[config.mk]
export PLATFORM = sky130hd
export DESIGN_NAME = hpp_host_port
export DESIGN_NICKNAME = d
export VERILOG_FILES = /design/src/rtl/hpp_pkg.sv /design/src/rtl/hpp_strobe_dec.sv /design/src/rtl/hpp_in_path.sv /design/src/rtl/hpp_out_path.sv /design/src/rtl/hpp_host_port.sv
export SDC_FILE = /design/constraint.sdc
export NUM_CORES = 1
export LEC_CHECK = 0
export BUFFER_PORTS_ARGS = -buffer_cell sky130_fd_sc_hd__buf_2
export CAP_MARGIN = 5
export CORE_ASPECT_RATIO = 1.5
export CORE_MARGIN = 10
export CORE_UTILIZATION = 40
export CTS_CLUSTER_SIZE = 24
export DETAILED_ROUTE_END_ITERATION = 10
export GPL_TIMING_DRIVEN = 0
export HOLD_SLACK_MARGIN = 0.12
export PLACE_DENSITY = 0.63
export SLEW_MARGIN = 10
export SYNTH_ARGS = -nofsm -noshare
export SYNTH_HDL_FRONTEND = slang
export SYNTH_HIERARCHICAL = 1
export SYNTH_SLANG_ARGS = --single-unit
[constraint.sdc]
create_clock -name clk -period 2.2 [get_ports clk]
set_clock_uncertainty 0.2 [all_clocks]
set_input_delay 0.22 -clock clk [delete_from_list [all_inputs] [get_ports clk]]
set_output_delay 0.22 -clock clk [all_outputs]
set_load 0.01 [all_outputs]
[src/rtl/hpp_pkg.sv]
package hpp_pkg;

  typedef enum logic {
    BUS_SPLIT     = 1'b0,
    BUS_DIRSTROBE = 1'b1
  } bus_style_e;

  // bit2 word16, bit1 narrow bus, bit0 bus style
  typedef struct packed {
    logic       word16;
    logic       narrow;
    bus_style_e style;
  } ctl_t;

  localparam int CTL_W    = 3;
  localparam int ST_FULL  = 0;
  localparam int ST_EMPTY = 1;
  localparam int ST_UNDER = 2;

endpackage

[src/rtl/hpp_strobe_dec.sv]
module hpp_strobe_dec
  import hpp_pkg::*;
(
  input  logic       clk,
  input  logic       rst_n,
  input  bus_style_e style,
  input  logic       rd_ds_n,
  input  logic       wr_rw,
  input  logic       stat_sel,
  output logic       data_rd_evt,
  output logic       data_wr_evt,
  output logic       stat_rd_evt
);

  logic prev_a_q, prev_a_d;
  logic prev_b_q, prev_b_d;
  logic a_fall, b_fall;
  logic rd_any, wr_any;

  always_comb begin
    prev_a_d = rd_ds_n;
    prev_b_d = wr_rw;
    a_fall   = prev_a_q & ~rd_ds_n;
    b_fall   = prev_b_q & ~wr_rw;
    if (style == BUS_SPLIT) begin
      rd_any = a_fall;
      wr_any = b_fall;
    end else begin
      rd_any = a_fall & wr_rw;
      wr_any = a_fall & ~wr_rw;
    end
    data_rd_evt = rd_any & ~stat_sel;
    data_wr_evt = wr_any & ~stat_sel;
    stat_rd_evt = rd_any & stat_sel;
  end

  always_ff @(posedge clk or negedge rst_n) begin
    if (!rst_n) begin
      prev_a_q <= 1'b1;
      prev_b_q <= 1'b1;
    end else begin
      prev_a_q <= prev_a_d;
      prev_b_q <= prev_b_d;
    end
  end

  // a data strobe held low produces no further access
  assert_one_access_per_strobe_R3: assert property (@(posedge clk) disable iff (!rst_n)
    (style == BUS_DIRSTROBE && !rd_ds_n && $past(!rd_ds_n)) |-> !(data_rd_evt || data_wr_evt));

  // status select blocks data accesses
  assert_stat_blocks_data_R9: assert property (@(posedge clk) disable iff (!rst_n)
    stat_sel |-> !(data_rd_evt || data_wr_evt));

endmodule

[src/rtl/hpp_in_path.sv]
module hpp_in_path #(
  parameter int DATA_W = 16
) (
  input  logic              clk,
  input  logic              rst_n,
  input  logic              wr_evt,
  input  logic              narrow,
  input  logic              word16,
  input  logic              hi_byte,
  input  logic [DATA_W-1:0] din,
  input  logic              int_rd,
  input  logic              clr_pair,
  output logic [DATA_W-1:0] in_data,
  output logic              in_full
);

  localparam int BYTE_W = DATA_W / 2;

  logic [DATA_W-1:0] reg_q, reg_d;
  logic              full_q, full_d;
  logic              pend_q, pend_d;
  logic              load_en;

  always_comb begin
    reg_d  = reg_q;
    full_d = full_q;
    pend_d = pend_q;
    if (int_rd)   full_d = 1'b0;
    if (clr_pair) pend_d = 1'b0;
    if (wr_evt) begin
      if (!narrow) begin
        reg_d  = din;
        full_d = 1'b1;
      end else if (!word16) begin
        reg_d  = {{BYTE_W{1'b0}}, din[BYTE_W-1:0]};
        full_d = 1'b1;
      end else begin
        if (hi_byte) reg_d[DATA_W-1:BYTE_W] = din[BYTE_W-1:0];
        else         reg_d[BYTE_W-1:0]      = din[BYTE_W-1:0];
        if (pend_q) begin
          full_d = 1'b1;
          pend_d = 1'b0;
        end else begin
          pend_d = 1'b1;
        end
      end
    end
    load_en = wr_evt | int_rd | clr_pair;
  end

  always_ff @(posedge clk or negedge rst_n) begin
    if (!rst_n) begin
      reg_q  <= '0;
      full_q <= 1'b0;
      pend_q <= 1'b0;
    end else if (load_en) begin
      reg_q  <= reg_d;
      full_q <= full_d;
      pend_q <= pend_d;
    end
  end

  assign in_data = reg_q;
  assign in_full = full_q;

  // the full flag rises only on a host write
  assert_full_needs_write_R2: assert property (@(posedge clk) disable iff (!rst_n)
    (!in_full && !wr_evt) |=> !in_full);

  // consuming clears the full flag
  assert_consume_clears_R7: assert property (@(posedge clk) disable iff (!rst_n)
    (int_rd && !wr_evt) |=> !in_full);

  // the first byte of a pair leaves the full flag low
  assert_first_byte_no_full_R5: assert property (@(posedge clk) disable iff (!rst_n)
    (wr_evt && narrow && word16 && !pend_q && !in_full && !clr_pair) |=> !in_full);

endmodule

[src/rtl/hpp_out_path.sv]
module hpp_out_path #(
  parameter int DATA_W = 16
) (
  input  logic              clk,
  input  logic              rst_n,
  input  logic              rd_evt,
  input  logic              narrow,
  input  logic              word16,
  input  logic              hi_byte,
  input  logic              int_wr,
  input  logic [DATA_W-1:0] int_data,
  input  logic              clr_pair,
  output logic [DATA_W-1:0] rd_view,
  output logic              out_empty,
  output logic              underrun
);

  localparam int BYTE_W = DATA_W / 2;

  logic [DATA_W-1:0] reg_q, reg_d;
  logic              empty_q, empty_d;
  logic              und_q, und_d;
  logic              pend_q, pend_d;
  logic              load_en;

  always_comb begin
    reg_d   = reg_q;
    empty_d = empty_q;
    und_d   = und_q;
    pend_d  = pend_q;
    if (rd_evt) begin
      if (empty_q) begin
        und_d = 1'b1;
      end else if (narrow && word16) begin
        if (pend_q) begin
          empty_d = 1'b1;
          pend_d  = 1'b0;
        end else begin
          pend_d = 1'b1;
        end
      end else begin
        empty_d = 1'b1;
      end
    end
    if (clr_pair) pend_d = 1'b0;
    if (int_wr) begin
      reg_d   = int_data;
      empty_d = 1'b0;
      und_d   = 1'b0;
      pend_d  = 1'b0;
    end
    load_en = rd_evt | int_wr | clr_pair;
  end

  always_ff @(posedge clk or negedge rst_n) begin
    if (!rst_n) begin
      reg_q   <= '0;
      empty_q <= 1'b1;
      und_q   <= 1'b0;
      pend_q  <= 1'b0;
    end else if (load_en) begin
      reg_q   <= reg_d;
      empty_q <= empty_d;
      und_q   <= und_d;
      pend_q  <= pend_d;
    end
  end

  always_comb begin
    if (!narrow)
      rd_view = reg_q;
    else if (word16 && hi_byte)
      rd_view = {{BYTE_W{1'b0}}, reg_q[DATA_W-1:BYTE_W]};
    else
      rd_view = {{BYTE_W{1'b0}}, reg_q[BYTE_W-1:0]};
  end

  assign out_empty = empty_q;
  assign underrun  = und_q;

  // an internal load makes the register fresh
  assert_load_refreshes_R7: assert property (@(posedge clk) disable iff (!rst_n)
    int_wr |=> (!out_empty && !underrun));

  // reading an empty register keeps it empty and flags underrun
  assert_underrun_on_empty_R8: assert property (@(posedge clk) disable iff (!rst_n)
    (rd_evt && out_empty && !int_wr) |=> (out_empty && underrun));

  // underrun rises only from a read of an empty register
  assert_underrun_cause_R8: assert property (@(posedge clk) disable iff (!rst_n)
    $rose(underrun) |-> ($past(out_empty) && $past(rd_evt)));

  // the first byte read of a pair keeps the register full
  assert_first_byte_keeps_R6: assert property (@(posedge clk) disable iff (!rst_n)
    (rd_evt && !out_empty && narrow && word16 && !pend_q && !clr_pair) |=> !out_empty);

  // a full-width read drains the register
  assert_wide_read_drains_R10: assert property (@(posedge clk) disable iff (!rst_n)
    (rd_evt && !out_empty && !narrow && !int_wr) |=> out_empty);

endmodule

[src/rtl/hpp_host_port.sv]
module hpp_host_port
  import hpp_pkg::*;
#(
  parameter int DATA_W = 16
) (
  input  logic              clk,
  input  logic              rst_n,
  input  logic              hst_rd_ds_n,
  input  logic              hst_wr_rw,
  input  logic              hst_hi_byte,
  input  logic              hst_stat_sel,
  input  logic [DATA_W-1:0] hst_din,
  output logic [DATA_W-1:0] hst_dout,
  output logic              in_full,
  output logic              out_empty,
  input  logic              int_ctl_wr,
  input  logic [CTL_W-1:0]  int_ctl_data,
  input  logic              int_in_rd,
  output logic [DATA_W-1:0] int_in_data,
  input  logic              int_out_wr,
  input  logic [DATA_W-1:0] int_out_data
);

  logic [1:0]        rst_sync_q;
  logic              rst_n_s;
  ctl_t              ctl_q, ctl_d;
  logic              data_rd_evt, data_wr_evt, stat_rd_evt;
  logic [DATA_W-1:0] rd_view;
  logic              underrun;
  logic [DATA_W-1:0] status_word;

  always_ff @(posedge clk or negedge rst_n) begin
    if (!rst_n) rst_sync_q <= 2'b00;
    else        rst_sync_q <= {rst_sync_q[0], 1'b1};
  end
  assign rst_n_s = rst_sync_q[1];

  always_comb ctl_d = int_ctl_wr ? ctl_t'(int_ctl_data) : ctl_q;

  always_ff @(posedge clk or negedge rst_n_s) begin
    if (!rst_n_s)        ctl_q <= '0;
    else if (int_ctl_wr) ctl_q <= ctl_d;
  end

  hpp_strobe_dec u_dec (
    .clk         (clk),
    .rst_n       (rst_n_s),
    .style       (ctl_q.style),
    .rd_ds_n     (hst_rd_ds_n),
    .wr_rw       (hst_wr_rw),
    .stat_sel    (hst_stat_sel),
    .data_rd_evt (data_rd_evt),
    .data_wr_evt (data_wr_evt),
    .stat_rd_evt (stat_rd_evt)
  );

  hpp_in_path #(.DATA_W(DATA_W)) u_in (
    .clk      (clk),
    .rst_n    (rst_n_s),
    .wr_evt   (data_wr_evt),
    .narrow   (ctl_q.narrow),
    .word16   (ctl_q.word16),
    .hi_byte  (hst_hi_byte),
    .din      (hst_din),
    .int_rd   (int_in_rd),
    .clr_pair (int_ctl_wr),
    .in_data  (int_in_data),
    .in_full  (in_full)
  );

  hpp_out_path #(.DATA_W(DATA_W)) u_out (
    .clk       (clk),
    .rst_n     (rst_n_s),
    .rd_evt    (data_rd_evt),
    .narrow    (ctl_q.narrow),
    .word16    (ctl_q.word16),
    .hi_byte   (hst_hi_byte),
    .int_wr    (int_out_wr),
    .int_data  (int_out_data),
    .clr_pair  (int_ctl_wr),
    .rd_view   (rd_view),
    .out_empty (out_empty),
    .underrun  (underrun)
  );

  always_comb begin
    status_word           = '0;
    status_word[ST_FULL]  = in_full;
    status_word[ST_EMPTY] = out_empty;
    status_word[ST_UNDER] = underrun;
    hst_dout = hst_stat_sel ? status_word : rd_view;
  end

  // a status read leaves every flag as it was
  assert_status_read_quiet_R9: assert property (@(posedge clk) disable iff (!rst_n_s)
    (stat_rd_evt && !int_in_rd && !int_out_wr && !int_ctl_wr)
      |=> ($stable(in_full) && $stable(out_empty) && $stable(underrun)));

  // flags leave their reset values only through an access
  assert_empty_needs_load_R1: assert property (@(posedge clk) disable iff (!rst_n_s)
    (out_empty && !int_out_wr) |=> out_empty);

endmodule

; Yosys cells after proc, flatten, opt, wreduce, memory -nomap -nowiden
; Index checks and enable logic that the tools add are counted.
[classes]
n_shift = 0
n_addsub = 0
n_mux = 33
n_eq_ne = 3
n_bitwise = 13
reduce_logical = 12
magnitude_cmp = 0
n_div = 0
multipliers = 0
[op_table]
columns = op, n
row1 = 16-bit two-way mux, 4
row2 = 1-bit two-way mux, 26
row3 = 8-bit two-way mux, 3
row4 = "3-bit != test, second input constant", 3
row5 = 3-bit AND reduction, 3
row6 = 1-bit bitwise AND, 6
row7 = 3-bit nonzero test, 2
row8 = 1-bit OR, 4
row9 = 2-bit AND reduction, 2
row10 = 4-bit AND reduction, 1
row11 = 2-bit nonzero test, 2
row12 = 1-bit NOT, 3
row13 = 1-bit logical AND, 2
[word_totals]
romBits = 0
output_inout_bits = 34
ramBits = 0
latch_bits = 0
input_bits = 44
mem_count = 0
regBits = 44
elab_cells = 75

; Depth between registers and ports, before layout
; Gate-level depths: netlist of the first run.
[depth]
depth_word = 8
mapped_depth = 4
mapped_depth_nobuf = 4

; By module
; The synthesis of the first run kept the hierarchy.
[by_module_without_submodules]
columns = mod, seq_area_each_um2, cells_per_inst, area_each_um2, n_inst
row1 = hpp_out_path, 476.7, 64, 889.6, 1
row2 = hpp_in_path, 450.4, 57, 802.0, 1
row3 = hpp_host_port, 125.1, 26, 286.5, 1
row4 = hpp_strobe_dec, 52.6, 8, 115.1, 1

; Worst setup path before layout of the first run
; No wires, ideal clock.
[synth_timing]
path_kind = flip-flop to flip-flop
start = reg u_dec.prev_a_q
end = reg u_in.reg_q[0] (netlist: u_in/in_data[0])
slack_ns = 0.261
t_arrival_ns = 1.615
path_stages_with_launch = 5
setup_ns = 0.125
path_buffers = 0
period_less_slack_ns = 1.939
required_time_ns = 1.875
cell_sequence = dfstp_2 nand3b_1 a211oi_1 nand2_2 mux2_2
[synth_via]
elab_chain_cells = 7
[synth_rtl]
columns = element, line_no
row1 = start: declaration, hpp_strobe_dec.sv:15  ; logic prev_a_q, prev_a_d;
row2 = start signal: assignment, hpp_strobe_dec.sv:42  ; prev_a_q <= prev_a_d;
row3 = 1-bit bitwise AND *, hpp_strobe_dec.sv:23  ; a_fall = prev_a_q & ~rd_ds_n;
row4 = 1-bit bitwise AND *, hpp_strobe_dec.sv:30  ; wr_any = a_fall & ~wr_rw;
row5 = 1-bit two-way mux *, hpp_strobe_dec.sv:25  ; if (style == BUS_SPLIT) begin
row6 = 1-bit bitwise AND *, hpp_strobe_dec.sv:33  ; data_wr_evt = wr_any & ~stat_sel;
row7 = named net data_wr_evt, hpp_host_port.sv:27  ; logic data_rd_evt, data_wr_evt, stat_rd_evt;
row8 = 1-bit OR (2 in series), hpp_in_path.sv:48  ; load_en = wr_evt | int_rd | clr_pair;
row9 = 3-bit AND reduction (no source line) *, --
row10 = end signal: assignment, hpp_in_path.sv:57  ; reg_q <= reg_d;
row11 = end: declaration, hpp_in_path.sv:19  ; logic [DATA_W-1:0] reg_q, reg_d;
; Mark *: on every way through the listed nets, which the timed path passes. The rest lies on a longest branch.
; A chain may end at the register's enable or synchronous reset.

; Worst setup path in the final report of the first run
[layout_timing]
start = reg ctl_q[2] (netlist bit)
end = out hst_dout[0]
[layout_via]
elab_chain_cells = 4
[layout_rtl]
columns = element, line_no
row1 = start: declaration, hpp_host_port.sv:26  ; ctl_t ctl_q, ctl_d;
row2 = start signal: assignment, hpp_host_port.sv:42  ; else if (int_ctl_wr) ctl_q <= ctl_d;
row3 = 1-bit logical AND, hpp_out_path.sv:72  ; else if (word16 && hi_byte)
row4 = 8-bit two-way mux, hpp_out_path.sv:72
row5 = 16-bit two-way mux, hpp_out_path.sv:70  ; if (!narrow)
row6 = named net rd_view[0], hpp_host_port.sv:28  ; logic [DATA_W-1:0] rd_view;
row7 = 16-bit two-way mux, hpp_host_port.sv:91  ; hst_dout = hst_stat_sel ? status_word : rd_view;
row8 = end: declaration, hpp_host_port.sv:13  ; output logic [DATA_W-1:0] hst_dout,
; The timed path passes the listed nets, and every way through them passes these cells.

==> results of run 1 <==
==> area by class of cell <==
type                    instances  area [um^2]
clock buffers                   7        76.32
flip-flops and latches         44         1109
repair buffers                123        860.8
clock inverters                 1        5.005
fillers                       428         1961
inverters                       3        11.26
plain buffers                   5        33.78
multi-input cells             102        943.4
well taps                      68        85.08
==> power by group <==
| part | internal [mW] | leakage [nW] | switching, mW | total (mW) |
|---|---|---|---|---|
| Clock | 0.223 | 0.0422 | 0.259 | 0.482 |
| Combinational | 0.335 | 0.924 | 0.248 | 0.583 |
| Sequential | 0.940 | 0.525 | 0.0692 | 1.01 |
==> state kept, by name (all words and copies together) (netlist names), 2 cells and up <==
name / count
u_in/in_data: 16
ctl_q: 3
u_out/reg_q: 16
rst_sync_q: 2
==> stage by stage <==
step | std cells | setup slack, ns | power (mW) | util (%) | hold slack (ns)
floorplan | 154 | 0.2662 | 1.315 | - | -0.2756
global placement | 298 | 0.05029 | 1.530 | 50.07 | -0.1945
detailed placement | 299 | 0.01860 | 1.544 | 50.49 | -0.1930
CTS | 353 | 0.01271 | 2.097 | 61.29 | 0.1460
global route | 353 | 0.008370 | 2.197 | 61.44 | 0.1730
finish | 353 | 0.07225 | 2.075 | 61.44 | 0.1478
==> worst max-delay path, stage by stage (launching register included) <==
cell,delay (ns)
dfrtp_2,0.48
nand3_4,0.19
mux2_2,0.35
mux2_2,0.26
buf_2,0.14
==> repair_timing <==
item / 4_1_cts / 5_1_grt
pin swaps: 0 / 0
endpoints found under the hold margin: 56 / 0
gates resized for setup: 1 / 3
endpoints found under the setup margin: 3 / 19
hold buffers: 46 / 0
==> final timing paths <==
path	start	to	cells past startpoint	slack, ns
worst min-delay path	hst_wr_rw	u_in/pend_q$_DFFE_PN0P_	4	0.15
worst max-delay path	ctl_q[2]$_DFFE_PN0P_	hst_dout[0]	4	0.07
min in group asynchronous	rst_sync_q[1]$_DFF_PN0_	u_in/in_data[13]$_DFFE_PN0P_	2	0.59
worst max register to register	u_dec/prev_a_q$_DFF_PN1_	u_in/in_data[1]$_DFFE_PN0P_	4	0.32
max in group asynchronous	rst_sync_q[1]$_DFF_PN0_	u_out/reg_q[11]$_DFFE_PN0P_	1	0.76
worst min register to register	rst_sync_q[0]$_DFF_PN0_	rst_sync_q[1]$_DFF_PN0_	0	0.17
==> per-layer routing <==
layer | track usage (%) | vias up | wire [um]
li1 | - | 798 | -
met1 | 14.65 | 768 | 2392
met2 | 23.11 | 63 | 2722
met3 | 5.150 | 7 | 414
met4 | 4.370 | 0 | 93
met5 | 0 | - | 0
==> results.py, run 1 <==
metrics = {
    "outcome": {
        "status": "finished clean",
    },
    "global_route": {
        "grt_pass1_vias": 1825,
        "grt_pass1_wl_um": 9066,
        "gr-total-overflow": 0,
        "grt_use_total_pct": 13.35,
        "grt_max_degree": 30,
        "antenna_found_initial": 0,
    },
    "placement": {
        "placement.cell_area_um2": 2567,
        "dp_hpwl_um": 3946,
        "numPortBuffers": 76,
        "gp_congestion": 0.7167,
    },
    "sta": {
        "fin_tns_setup_ns": 0,
        "maxSlewViolCount": 0,
        "final_hold_viol_count": 0,
        "worst_pin_slew_ns": 0.6402,
        "fmax_mhz": 470.0,
        "finalCritPeriodShare_pct": 96.72,
        "grt_setup_unrepaired": "false",
        "slew_headroom_pct": 57.18,
        "period_minus_slack_ns": 2.128,
        "finalSetupViolCount": 0,
    },
    "power": {
        "power-per-cell-area_nw_per_um2": 664.1,
        "p_leak_nw": 1.490,
        "ir_drop_mv": 0.3662,
    },
    "die": {
        "ios": 78,
        "die_w_um": 78.89,
        "initial_utilization_pct": 40.92,
        "num_rows": 32,
        "die_h_um": 108.3,
        "coreArea_um2": 5085,
        "dieArea_um2": 8546,
    },
    "clocking": {
        "cts_root_buffer": "clkbuf_8",
        "clk_pin_slew_ns": 0.08,
        "htreeDepth": 2,
        "cts_tree": "yes",
        "clock_sinks": 44,
        "cts_setup_buffers": 0,
        "clock_latency_ns": 0.29,
        "clockBufferDepth": 2,
        "cts_made_buffers": 5,
    },
    "final_layout": {
        "num_antenna_cells": 0,
        "final_cell_area_um2": 3124,
        "nets": 328,
        "layout_commonest_cell": "buf_2",
        "syn2layout_area_growth_pct": 50.15,
        "drive_gt1_share_pct": 53.68,
        "layout_common_cells": "79 x buf_2, 46 x mux2_2, 46 x dlygate4sd3_1",
    },
    "worst_setup_path": {
        "worst-setup-path-type": "reg -> out",
        "cp-end-kind": "output port",
        "crit_required_ns": 1.78,
        "cp_max_fo": 8,
        "worstSetupStartpointType": "flip-flop",
        "arrival_ns": 1.71,
    },
    "routing": {
        "drc": 0,
        "via_per_inst": 4.635,
        "drt-wirelength-per-cell_um": 15.93,
        "vias": 1636,
        "first_iter_violations": 40,
        "wl_um": 5622,
        "postRouteAntennaNets": 0,
        "drtPass1Iterations": 4,
    },
    "worst_hold_path": {
        "hp-class": "in -> reg",
    },
    "run": {
        "maxCapViolCount": 0,
    },
    "synthesis": {
        "syn_area_per_cell_um2": 13.51,
        "netlist_area_um2": 2081,
        "syn-num-nets": 198,
        "netlist_instances": 154,
        "yosysWarnings": 6,
    },
}
Note: power is estimated with default switching activity, not from simulation.
==> run 2, diff against run 1 <==
--- a/config.mk
+++ b/config.mk
@@ -15,6 +15,7 @@
 export GPL_TIMING_DRIVEN = 0
 export HOLD_SLACK_MARGIN = 0.12
 export PLACE_DENSITY = 0.63
+export REMOVE_ABC_BUFFERS = 1
 export SLEW_MARGIN = 10
 export SYNTH_ARGS = -nofsm -noshare
 export SYNTH_HDL_FRONTEND = slang
==> run 2 against run 1 <==
Clock-buffer cell count unchanged. Routed wire length shrank 2.2%. Sequential share of layout area is 0.36 points higher. Combinational power fell by 2%. Critical path type unchanged. Via count up 0.24%. Largest power group unchanged. Non-clock buffer count decreased by 4. Clock power barely moved. Utilization shrank 0.62 points. Final cell count decreased by 1.1%.
==> results.py, run 2 (synthesis results as in run 1) <==
metrics = {
    "outcome": {
        "status": "finished clean",
    },
    "clocking": {
        "clk_pin_slew_ns": 0.08,
        "clockBufferDepth": 2,
        "htreeDepth": 2,
        "cts_root_buffer": "clkbuf_8",
        "cts_tree": "yes",
        "cts_made_buffers": 5,
        "clock_latency_ns": 0.28,
        "clock_sinks": 44,
    },
    "routing": {
        "postRouteAntennaNets": 0,
        "drt-wirelength-per-cell_um": 15.76,
        "first_iter_violations": 48,
        "wl_um": 5499,
        "via_per_inst": 4.699,
        "vias": 1640,
        "drc": 0,
        "drtPass1Iterations": 4,
    },
    "worst_setup_path": {
        "crit_required_ns": 1.78,
        "worst-setup-path-type": "reg -> out",
        "arrival_ns": 1.70,
        "worstSetupStartpointType": "flip-flop",
        "reg2reg_slack_ns": 0.30,
        "rr_worst_depth": 4,
        "worst_path_largest_cell_delay_ns": 0.49,
        "crit_path_frequent_cell": "mux2_2",
        "path_cells": "nand3_4 > mux2_2 > mux2_2 > buf_2",
        "r2r_end": "u_in/in_data[1]$_DFFE_PN0P_",
        "r2r_start": "u_dec/prev_a_q$_DFF_PN1_",
        "crit_path_top_delay_cell": "dfrtp_2",
        "cp-end-kind": "output port",
        "cp_max_fo": 8,
    },
    "die": {
        "initial_utilization_pct": 40.92,
        "ios": 78,
        "die_w_um": 78.89,
        "die_h_um": 108.3,
        "coreArea_um2": 5085,
        "dieArea_um2": 8546,
        "num_rows": 32,
    },
    "power": {
        "p_leak_nw": 1.472,
        "ir_drop_mv": 0.5856,
        "power-per-cell-area_nw_per_um2": 668.0,
    },
    "final_layout": {
        "drive_gt1_share_pct": 53.38,
        "seq_area_um2": 1109,
        "post-route-util_pct": 60.83,
        "final_cell_area_um2": 3093,
        "syn2layout_area_growth_pct": 48.65,
        "layout_commonest_cell": "buf_2",
        "fill_cells": 433,
        "num_antenna_cells": 0,
        "nets": 324,
        "fin_cells": 349,
        "multi_input_area_um2": 943.4,
        "layout_common_cells": "77 x buf_2, 46 x mux2_2, 45 x dlygate4sd3_1",
    },
    "worst_hold_path": {
        "hp-class": "reg -> reg",
        "hp-start": "rst_sync_q[0]$_DFF_PN0_",
        "min_path_cells": 0,
        "hold_end": "rst_sync_q[1]$_DFF_PN0_",
    },
    "run": {
        "maxCapViolCount": 0,
    },
    "global_route": {
        "antenna_found_initial": 0,
        "gr-total-overflow": 0,
        "grt_use_total_pct": 13.21,
        "grt_max_degree": 33,
        "grt_pass1_vias": 1930,
        "grt_pass1_wl_um": 9266,
    },
    "sta": {
        "fmax_mhz": 472.3,
        "finalSetupViolCount": 0,
        "final_hold_viol_count": 0,
        "period_minus_slack_ns": 2.117,
        "maxSlewViolCount": 0,
        "grt_setup_unrepaired": "false",
        "finalCritPeriodShare_pct": 96.25,
    },
    "placement": {
        "placement.cell_area_um2": 2539,
        "gp_congestion": 0.6751,
        "dp_hpwl_um": 3787,
        "numPortBuffers": 77,
        "dp.cells": 295,
    },
}
run 2: routing by layer:
layer  part of all wire [%]  wire (um)  global-route usage, %  vias up
li1                       -          -                      -      794
met1                     39       2166                  13.88      780
met2                     51       2789                  23.47       64
met3                    9.5        524                  6.229        2
met4                   0.35         19                  2.828        0
met5                      0          0                      0        -
run 2: cell type report:
| cell class | instances | area share, % |
|---|---|---|
| clock inverters | 1 | 0.1618 |
| inverters | 3 | 0.3641 |
| multi-input cells | 102 | 30.50 |
| repair buffers | 124 | 27.91 |
| flip-flops and latches | 44 | 35.84 |
| clock buffers | 7 | 2.468 |
| well taps | 68 | 2.751 |
run 2: through the flow:
stage          setup WS (ns)  setup TNS, ns  total power [mW]  hold slack (ns)
2_1_floorplan         0.2662              0             1.301          -0.2756
3_3_place_gp         -0.1141        -0.2908             1.520          -0.1949
3_5_place_dp        -0.09902        -0.2589             1.539          -0.1946
4_1_cts              0.01328              0             2.100           0.1638
5_1_grt              0.01006              0             2.201           0.1840
6_report             0.08255              0             2.066           0.1588
run 2: power by group:
group | leakage (nW) | internal (mW) | switching (mW) | total (mW)
logic | 0.905 | 0.329 | 0.245 | 0.574
clock network | 0.0422 | 0.223 | 0.258 | 0.481
registers | 0.525 | 0.940 | 0.0710 | 1.01
total | 1.47 | 1.49 | 0.573 | 2.07
run 2: critical path: cells and delay by family (launching register included):
kind                   cells  cell delay, ns
buffers and inverters      1            0.14
DFF                        1            0.49
muxes                      2            0.62
and+or+nand+nor            1            0.16
run 2: worst max-delay path by stage:
stage / from / to / slack (ns) / cells past startpoint
5_1_grt: ctl_q[2]$_DFFE_PN0P_ / hst_dout[2] / 0.01 / 4
6_report: ctl_q[2]$_DFFE_PN0P_ / hst_dout[2] / 0.08 / 4
3_3_place_gp: ctl_q[1]$_DFFE_PN0P_ / hst_dout[2] / -0.11 / 4
3_5_place_dp: ctl_q[1]$_DFFE_PN0P_ / hst_dout[2] / -0.1 / 4
4_1_cts: u_dec/prev_a_q$_DFF_PN1_ / u_in/in_data[1]$_DFFE_PN0P_ / 0.01 / 4
2_1_floorplan: u_dec/prev_b_q$_DFF_PN1_ / u_in/in_data[0]$_DFFE_PN0P_ / 0.27 / 4
run 2: timing repair:
action	CTS	global route
endpoints found under the hold margin	50	0
resized for setup	3	1
buffers inserted	1	0
pin swaps	0	1
endpoints found under the setup margin	8	11
hold buffers	45	0
